## src/rtl/rpwm_pkg.sv

```systemverilog
package rpwm_pkg;
  localparam int FRAC_W = 4;   // fractional bits on time words
  localparam int LOOP_W = 16;  // loop output is an unsigned fraction of this width
  localparam int RD_W   = 14;  // resonant-duty multiplier width
endpackage

```

## src/rtl/rpwm_ontime.sv

```systemverilog
module rpwm_ontime #(
  parameter int CNT_W  = 16,
  parameter int LOOP_W = 16,
  parameter int RD_W   = 14
) (
  input  logic [CNT_W-1:0]  per_i,
  input  logic [CNT_W-1:0]  dt_i,
  input  logic [LOOP_W-1:0] loop_i,
  input  logic [RD_W-1:0]   rduty_i,
  output logic [CNT_W-1:0]  d_o
);
  localparam int PROD_W = LOOP_W + RD_W;
  localparam int W      = CNT_W + 2;

  logic [PROD_W-1:0] prod;
  logic [W-1:0]      raw, lo, hi, clip;
  logic signed [W:0] hi_s;

  always_comb begin
    prod = PROD_W'(loop_i) * PROD_W'(rduty_i);
    raw  = W'(prod >> LOOP_W);
    lo   = W'(dt_i) << 1;
    hi_s = $signed({1'b0, W'(per_i)}) - $signed({1'b0, lo});
    hi   = hi_s[W] ? '0 : hi_s[W-1:0];
    clip = (raw > hi) ? hi : raw;
    if (clip < lo) clip = lo;
    d_o  = clip[CNT_W-1:0];
  end
endmodule

```

## src/rtl/rpwm_timebase.sv

```systemverilog
module rpwm_timebase #(
  parameter int CNT_W = 16
) (
  input  logic             clk_i,
  input  logic             rst_ni,
  input  logic             en_i,
  input  logic [CNT_W-1:0] per_n_i,
  input  logic [CNT_W-1:0] dt_n_i,
  input  logic [CNT_W-1:0] trig_n_i,
  input  logic [CNT_W-1:0] d_n_i,
  output logic [CNT_W-1:0] cnt_o,
  output logic [CNT_W-1:0] per_o,
  output logic [CNT_W-1:0] dt_o,
  output logic [CNT_W-1:0] trig_o,
  output logic [CNT_W-1:0] d_o,
  output logic             clr_o
);
  logic [CNT_W-1:0] cnt_q, per_q, dt_q, trig_q, d_q;
  logic [CNT_W:0]   cnt_nx;
  logic             wrap, load;

  always_comb begin
    cnt_nx = {1'b0, cnt_q} + {{CNT_W{1'b0}}, 1'b1};
    wrap   = cnt_nx >= {1'b0, per_q};
    load   = !en_i || wrap;
  end

  always_ff @(posedge clk_i or negedge rst_ni) begin
    if (!rst_ni) begin
      cnt_q  <= '0;
      per_q  <= '0;
      dt_q   <= '0;
      trig_q <= '0;
      d_q    <= '0;
    end else begin
      cnt_q <= load ? '0 : cnt_nx[CNT_W-1:0];
      if (load) begin  // shadow copy only at period end or while idle
        per_q  <= per_n_i;
        dt_q   <= dt_n_i;
        trig_q <= trig_n_i;
        d_q    <= d_n_i;
      end
    end
  end

  assign cnt_o  = cnt_q;
  assign per_o  = per_q;
  assign dt_o   = dt_q;
  assign trig_o = trig_q;
  assign d_o    = d_q;
  assign clr_o  = load;

  logic [CNT_W+2:0] dt2_x, dt4_x, per_x, d_x;
  assign dt2_x = {3'b0, dt_q} << 1;
  assign dt4_x = {3'b0, dt_q} << 2;
  assign per_x = {3'b0, per_q};
  assign d_x   = {3'b0, d_q};

  AST_CNT_IN_PERIOD: assert property (@(posedge clk_i) disable iff (!rst_ni)
    (en_i && per_q != '0) |-> cnt_q < per_q);
  AST_SHADOW_HOLD: assert property (@(posedge clk_i) disable iff (!rst_ni)
    (en_i && !wrap) |=> ($stable(per_q) && $stable(d_q) && $stable(dt_q)));
  AST_ONTIME_CLAMP: assert property (@(posedge clk_i) disable iff (!rst_ni)
    (per_x >= dt4_x) |-> (d_x >= dt2_x && d_x <= per_x - dt2_x));
endmodule

```

## src/rtl/rpwm_drive.sv

```systemverilog
module rpwm_drive #(
  parameter int CNT_W = 16
) (
  input  logic             clk_i,
  input  logic             rst_ni,
  input  logic             en_i,
  input  logic             clr_i,
  input  logic [CNT_W-1:0] cnt_i,
  input  logic [CNT_W-1:0] per_i,
  input  logic [CNT_W-1:0] dt_i,
  input  logic [CNT_W-1:0] trig_i,
  input  logic [CNT_W-1:0] d_i,
  input  logic             fault_i,
  input  logic             cbc_en_i,
  input  logic             fault_both_i,
  input  logic             match_i,
  output logic             a_o,
  output logic             b_o,
  output logic             strig_o
);
  localparam int XW = CNT_W + 1;

  logic          a_q, b_q, st_q, kill_a, kill_b;
  logic [XW-1:0] a_w, b_w, b_start, b_stop, cnt_x;
  logic          a_win, b_win, hit_a, hit_b, a_nx, b_nx, st_nx;

  always_comb begin
    cnt_x   = {1'b0, cnt_i};
    b_start = {1'b0, d_i} + {1'b0, dt_i};
    b_stop  = (per_i >= dt_i) ? {1'b0, per_i - dt_i} : '0;
    a_win   = (cnt_i >= dt_i) && (cnt_i < d_i);
    b_win   = (cnt_x >= b_start) && (cnt_x < b_stop);
    hit_a   = cbc_en_i && fault_i && a_q;
    hit_b   = cbc_en_i && fault_both_i && fault_i && b_q;
    a_nx    = en_i && a_win && !kill_a && !hit_a;
    b_nx    = en_i && b_win && !kill_b && !hit_b && (!match_i || (b_w < a_w));
    st_nx   = en_i && (cnt_i == trig_i);
  end

  always_ff @(posedge clk_i or negedge rst_ni) begin
    if (!rst_ni) begin
      a_q    <= 1'b0;
      b_q    <= 1'b0;
      st_q   <= 1'b0;
      kill_a <= 1'b0;
      kill_b <= 1'b0;
      a_w    <= '0;
      b_w    <= '0;
    end else begin
      a_q  <= a_nx;
      b_q  <= b_nx;
      st_q <= st_nx;
      if (clr_i) begin
        kill_a <= 1'b0;
        kill_b <= 1'b0;
        a_w    <= '0;
        b_w    <= '0;
      end else begin
        kill_a <= kill_a || hit_a;
        kill_b <= kill_b || hit_b;
        a_w    <= a_w + XW'(a_nx);
        b_w    <= b_w + XW'(b_nx);
      end
    end
  end

  assign a_o     = a_q;
  assign b_o     = b_q;
  assign strig_o = st_q;

  AST_OFF_WHEN_IDLE: assert property (@(posedge clk_i) disable iff (!rst_ni)
    !en_i |=> (!a_q && !b_q && !st_q));
  AST_NO_OVERLAP: assert property (@(posedge clk_i) disable iff (!rst_ni)
    !(a_q && b_q));
  AST_A_CUT: assert property (@(posedge clk_i) disable iff (!rst_ni)
    (hit_a && !clr_i) |=> !a_q);
  AST_B_CUT: assert property (@(posedge clk_i) disable iff (!rst_ni)
    (hit_b && !clr_i) |=> !b_q);
  AST_MATCH_LEN: assert property (@(posedge clk_i) disable iff (!rst_ni)
    (match_i && b_q) |-> (b_w <= a_w));
  AST_TRIG_PULSE: assert property (@(posedge clk_i) disable iff (!rst_ni)
    (per_i > 1 && st_q) |=> !st_q);
endmodule

```

## src/rtl/rpwm_gen.sv

```systemverilog
module rpwm_gen #(
  parameter int PER_W  = 20,
  parameter int FRAC_W = rpwm_pkg::FRAC_W,
  parameter int LOOP_W = rpwm_pkg::LOOP_W,
  parameter int RD_W   = rpwm_pkg::RD_W
) (
  input  logic              clk_i,
  input  logic              rst_ni,
  input  logic              en_i,
  input  logic [PER_W-1:0]  period_i,
  input  logic [PER_W-1:0]  dead_i,
  input  logic [PER_W-1:0]  trig_i,
  input  logic [LOOP_W-1:0] loop_i,
  input  logic [RD_W-1:0]   rduty_i,
  input  logic              fault_i,
  input  logic              cbc_en_i,
  input  logic              fault_both_i,
  input  logic              match_i,
  output logic              a_o,
  output logic              b_o,
  output logic              strig_o
);
  localparam int CNT_W = PER_W - FRAC_W;

  logic [CNT_W-1:0] per_n, dt_n, trig_n, d_n;
  logic [CNT_W-1:0] cnt, per_s, dt_s, trig_s, d_s;
  logic             clr;
  logic             unused_frac;

  // coarse compare uses integer part only; fraction is left for a fine delay stage
  assign per_n       = period_i[PER_W-1:FRAC_W];
  assign dt_n        = dead_i[PER_W-1:FRAC_W];
  assign trig_n      = trig_i[PER_W-1:FRAC_W];
  assign unused_frac = ^{period_i[FRAC_W-1:0], dead_i[FRAC_W-1:0], trig_i[FRAC_W-1:0]};

  rpwm_ontime #(.CNT_W(CNT_W), .LOOP_W(LOOP_W), .RD_W(RD_W)) u_ontime (
    .per_i  (per_n),
    .dt_i   (dt_n),
    .loop_i (loop_i),
    .rduty_i(rduty_i),
    .d_o    (d_n)
  );

  rpwm_timebase #(.CNT_W(CNT_W)) u_timebase (
    .clk_i   (clk_i),
    .rst_ni  (rst_ni),
    .en_i    (en_i),
    .per_n_i (per_n),
    .dt_n_i  (dt_n),
    .trig_n_i(trig_n),
    .d_n_i   (d_n),
    .cnt_o   (cnt),
    .per_o   (per_s),
    .dt_o    (dt_s),
    .trig_o  (trig_s),
    .d_o     (d_s),
    .clr_o   (clr)
  );

  rpwm_drive #(.CNT_W(CNT_W)) u_drive (
    .clk_i       (clk_i),
    .rst_ni      (rst_ni),
    .en_i        (en_i),
    .clr_i       (clr),
    .cnt_i       (cnt),
    .per_i       (per_s),
    .dt_i        (dt_s),
    .trig_i      (trig_s),
    .d_i         (d_s),
    .fault_i     (fault_i),
    .cbc_en_i    (cbc_en_i),
    .fault_both_i(fault_both_i),
    .match_i     (match_i),
    .a_o         (a_o),
    .b_o         (b_o),
    .strig_o     (strig_o)
  );
endmodule

```

## config.mk

```make
export PLATFORM = sky130hd
export DESIGN_NAME = rpwm_gen
export DESIGN_NICKNAME = d
export VERILOG_FILES = /design/src/rtl/rpwm_pkg.sv /design/src/rtl/rpwm_ontime.sv /design/src/rtl/rpwm_timebase.sv /design/src/rtl/rpwm_drive.sv /design/src/rtl/rpwm_gen.sv
export SDC_FILE = /design/constraint.sdc
export NUM_CORES = 1
export LEC_CHECK = 0
export BUFFER_PORTS_ARGS = -buffer_cell sky130_fd_sc_hd__buf_2
export CAP_MARGIN = 20
export CORE_UTILIZATION = 30
export DETAILED_ROUTE_END_ITERATION = 10
export SYNTH_ARGS = -nofsm -noshare
export SYNTH_HDL_FRONTEND = slang
export SYNTH_SLANG_ARGS = --single-unit
```

## constraint.sdc

```tcl
create_clock -name clk_i -period 10.7 [get_ports clk_i]
set_clock_uncertainty 0.1 [all_clocks]
set_input_delay 0.535 -clock clk_i [delete_from_list [all_inputs] [get_ports clk_i]]
set_output_delay 0.535 -clock clk_i [all_outputs]
set_load 0.005 [all_outputs]
```

======== Word-level counts from Yosys, hierarchy flattened ========
Index checks and enable logic that the tools add are counted.
operators by class
  add/sub/neg operators ................... 6
  multipliers ............................. 1
  $lt $le $gt $ge ......................... 9
  eq/ne operators ......................... 1
  mux-type cells .......................... 9
  reduce and logical (&&, ||, !) cells .... 25
operator list
  kind                   count
  $mux 16                3
  $mux 18                2
  $add 17x1->17          2
  $mux 17                2
  $ge 16x16->1           2
  $mul 16x14->30         1
  $gt 14x18->1           1
  $lt 18x17->1           1
  $sub 16x17->18         1
  $add 16x1->17 const B  1
  $add 16x16->17         1
  $ge 16x17->1           1
  $ge 17x16->1           1
  $lt 16x17->1           1
  $lt 17x17->1           1
  $eq 16x16->1           1
  $lt 16x16->1           1
  $sub 16x16->16         1
  $logic_and 1x1->1      15
  $logic_not 1->1        6
  $logic_or 1x1->1       4
  $mux 1                 2
word-level totals
  flip-flop bits (word level) ............. 119
  input bits .............................. 97
  output and inout bits ................... 3
  logic and storage cells ................. 63

======== Logic depth before layout (Yosys ltp) ========
  depth after elaboration ................. 10
  mapped depth ............................ 45
  depth with buffers taken out ............ 41

======== By module ========
A second synthesis with hierarchy kept.
unflattened totals
  cell total of the unflattened synthesis .. 2,368
  area, all modules ....................... 20,872.5 sq um
by module, submodules not included
  module         instances  cells each  area each (sq um)  sequential area each (sq um)
  rpwm_ontime    1          1,065       9,034.9            0.0
  rpwm_timebase  1          678         6,710.2            2,001.9
  rpwm_drive     1          625         5,127.4            975.9

======== Worst setup path after synthesis ========
OpenSTA, ideal clock, no wires.
  kind .................................... input -> register
  start ................................... input loop_i[8]
  end ..................................... register u_timebase.d_q[10], in the netlist u_timebase.d_o[10]
  library setup time ...................... 0.080 ns
  arrival time ............................ 10.388 ns
  required time ........................... 10.520 ns
  slack ................................... 0.132 ns
  stages on the path ...................... 43
  buffers on the path ..................... 4
  cells stage by stage .................... clkbuf_1 -> and2_1 -> fa_1 -> inv_1 -> fa_1 -> inv_1 -> fa_1 -> fa_1 -> fa_1 -> inv_1 -> fa_1 -> inv_1 -> ha_1 -> a21o_1 -> a211oi_1 -> o32ai_1 -> o31a_2 -> o31ai_1 -> [... 7 more ...] -> o21ai_0 -> nor4_2 -> nor2_1 -> clkbuf_1 -> a2bb2o_1 -> ha_1 -> a21o_1 -> a21o_1 -> a21o_1 -> a21oi_1 -> nor2b_1 -> a2111oi_1 -> o211ai_1 -> a311o_2 -> and2_1 -> buf_6 -> buf_6 -> o211ai_2
between the ends
  word-level cells in the longest chain between the ends .. 5
ends and longest elaborated chain
  element               RTL line             text
  start, declared       rpwm_gen.sv:13       input logic [LOOP_W-1:0] loop_i,
  $mul 16x14->30 (*)    rpwm_ontime.sv:20    prod = PROD_W'(loop_i) * PROD_W'(rduty_i);
  $gt 14x18->1          rpwm_ontime.sv:25    clip = (raw > hi) ? hi : raw;
  $mux 18 (*)           rpwm_ontime.sv:25
  $lt 18x17->1          rpwm_ontime.sv:26    if (clip < lo) clip = lo;
  $mux 16 (*)           rpwm_ontime.sv:26
  end signal, assigned  rpwm_timebase.sv:41  d_q <= d_n_i;
  end, declared         rpwm_timebase.sv:18  logic [CNT_W-1:0] cnt_q, per_q, dt_q, trig_q, d_q;
Every way passes the cells marked *; elsewhere a longest branch is shown, timed or not.
A chain may end at the register's enable or synchronous reset.

======== Worst setup path in the final report ========
  start ................................... input loop_i[5]
  end ..................................... register u_timebase.d_q[5], in the netlist u_timebase.d_o[5]
Same word-level chain as after synthesis.

==> results.txt <==
n_diodes: 0
Critical Path Sink Type: flip-flop
drt drc: 0
critical path peak fanout: 12
fmax: 0.0977 GHz
Overflow after GRT: 0
Tmin final: 10.24 ns
DRT Pass-1 Iters: 5
die area: 58700 sq um
H-tree depth: 4
CP most frequent cell: fa_1
Clock transition at path regs: 0.06 ns
Setup WS pre-CTS: -0.411 ns
via count: 14.2k
WL final: 45800 um
first-pass GRT wire length: 77000 um
leakage: 10.3 nW
Site Rows: 87
Die Y: 242 um
Slew Viols, Final: 0
Main synth FF type: dfrtp_1
sequential area share after synthesis: 17.2%
vias in the first global route: 15.1k
largest net degree at the start of global routing: 81
CP Data Arrival Time: 10.47 ns
dpl hpwl: 38500 um
Mapped Cells: 1996
actual slew at the worst max-slew pin: 1.00 ns
area grow syn2layout: 15.4%
Seq cells post-synth: 119
worst min path class: input pin to flip-flop
CTS Buffer Depth: 2
Synth Warn #: 0
number of flops mapped to enable cells by yosys: 0
Top-Level Pins: 100
DR WL/cell: 15.7 um
post-route ant nets: 0
CTS Buf Count: 17
Root Buffer Master: clkbuf_16
status: completed
final period utilization: 95.7%
RD Place Congestion: 0.901
FFs w/ async S/R, synth: 100%
final setup fails: 0
slowest cell on the critical path: fa_1
core outline area: 56700 sq um
CTS tree: yes
max-cap check violation count: 0
total clock sinks: 119
FF-to-FF setup slack: 3.54 ns
DR iter-0 viols: 690
Via density: 4.87
Worst Slack Setup Final: 0.462 ns
Hold Path Stages: 3
commonest non-fill, non-tap cell in the layout: inv_1
Power Total: 0.00637 W
max incr delay on CP: 0.58 ns
cell count of the worst reg-to-reg path: 32
initial antenna violation count: 2
most frequent cells in the layout: inv_1 (285), nand2_1 (281), ha_1 (267)
GRT Total Usage: 16.1%
clk_lat worst skew: 0.42 ns
Mean Syn Cell Area: 8.68 sq um
Worst VDD drop: 0.000310 V
PortBufs: 87
layout cells sized above 1: 11.8%
WS Path Type: input pin to flip-flop
nets@finish: 2678
Slew headroom: 32.8%
Synth Cell Area: 17300 sq um
P per Cell Area: 318 nW/um^2
post-synth cell types: 70
Die Width: 242 um
Hold Fails Final Rpt: 0
Req. time, crit path: 10.93 ns
Starting Density: 30.6%
Startpoint Class: input pin
## synth_stat cells, drive strengths merged, types with 5 or more instances
master | count | area [sq um]
a211oi | 13 | 97.6
a21o | 55 | 413
a21oi | 67 | 335
a2bb2o | 8 | 80.1
a31oi | 8 | 50.1
and2 | 122 | 763
and3 | 18 | 113
and4 | 7 | 61.3
clkbuf | 54 | 203
dfrtp | 119 | 2980
fa | 167 | 3340
ha | 267 | 3340
inv | 285 | 1070
nand2 | 281 | 1050
nand2b | 12 | 75.1
nand3 | 42 | 210
nand4 | 34 | 213
nor2 | 93 | 349
nor2b | 16 | 108
nor3 | 14 | 70.1
nor4 | 8 | 56.3
o211ai | 12 | 105
o21a | 13 | 97.6
o21ai | 78 | 390
o21bai | 11 | 82.6
o221ai | 10 | 119
o22ai | 5 | 37.5
or3 | 7 | 43.8
xnor2 | 64 | 561
xor2 | 44 | 385
## per-layer routing
metal	share of wire, %	global-route usage, %	vias up	wire length, um
met1	46	21.2	6966	20900
met5	0.028	0	-	13
li1	-	-	6907	-
met2	49	28.1	263	22400
met4	1.7	3.98	2	788
met3	3.6	1.73	60	1650
## stage by stage
step | cell area (sq um) | hold WS [ns] | util (%) | setup TNS (ns) | cells
2_1_floorplan | 17300 | 0.139 | - | 0 | 1998
3_3_place_gp | 19300 | 0.376 | 33.9 | -3.26 | 2880
3_5_place_dp | 19300 | 0.378 | 33.9 | -5.54 | 2880
4_1_cts | 19900 | 0.192 | 35.0 | 0 | 2911
5_1_grt | 20000 | 0.192 | 35.3 | -0.0717 | 2914
6_report | 20000 | 0.205 | 35.3 | 0 | 2914
## worst paths after layout
path | from | endpoint
worst max-delay path | loop_i[5] | u_timebase.d_o[5]
worst min-delay path | trig_i[6] | u_timebase.trig_o[2]
worst max register to register | u_timebase.dt_o[0] | u_drive.b_w[16]
worst min register to register | u_timebase.trig_o[1] | u_timebase.trig_o[1]
max in group asynchronous | rst_ni | u_timebase.dt_o[4]
min in group asynchronous | rst_ni | u_drive.a_w[6]
## power by group
group	switching, W	internal (W)	total, W
registers	0.0000362	0.000498	0.000534
clock network	0.000217	0.000376	0.000594
logic	0.00280	0.00244	0.00524
total	0.00306	0.00331	0.00637
## cells by family after synthesis
family | count (synthesis) | synth area share, %
compound gates | 326 | 12.8
xor+xnor | 108 | 5.46
fa+ha+maj | 434 | 38.6
buf+inv | 343 | 7.52
flops | 119 | 17.2
mux | 1 | 0.0577
other cells | 1 | 0.0216
simple gates | 664 | 18.4
## sequential cells by signal, indices dropped and copies added, names as in the netlist, 16 cells and up
name	count
u_drive.b_w	17
u_timebase.d_o	16
u_drive.a_w	17
u_timebase.per_o	16
u_timebase.dt_o	16
u_timebase.trig_o	16
u_timebase.cnt_o	16
## timing repair
action,CTS,global route
hold buffers,1,0
pin swaps,0,11
setup buffers,0,2
hold endpoints to repair,10,0
gates resized for setup,1,21
setup endpoints to repair,1,16
## final cells by class
cell class	count	area (sq um)
Clock buffer	19	453
Clock inverter	11	150
Fill cell	5778	36700
Inverter	285	1070
Multi-Input combinational cell	1536	13200
Sequential cell	119	2980
Tap cell	756	946
Timing Repair Buffer	188	1230
## worst max-delay path, delay by kind of cell
kind	cells	cell delay, ns
adders and majority gates	9	3.99
AOI/OAI and AO/OA	16	3.11
and+or+nand+nor	8	1.43
buffers and inverters	10	1.13
xor gates and xnor gates	1	0.25
No activity file was read; power rests on OpenSTA's default activity.
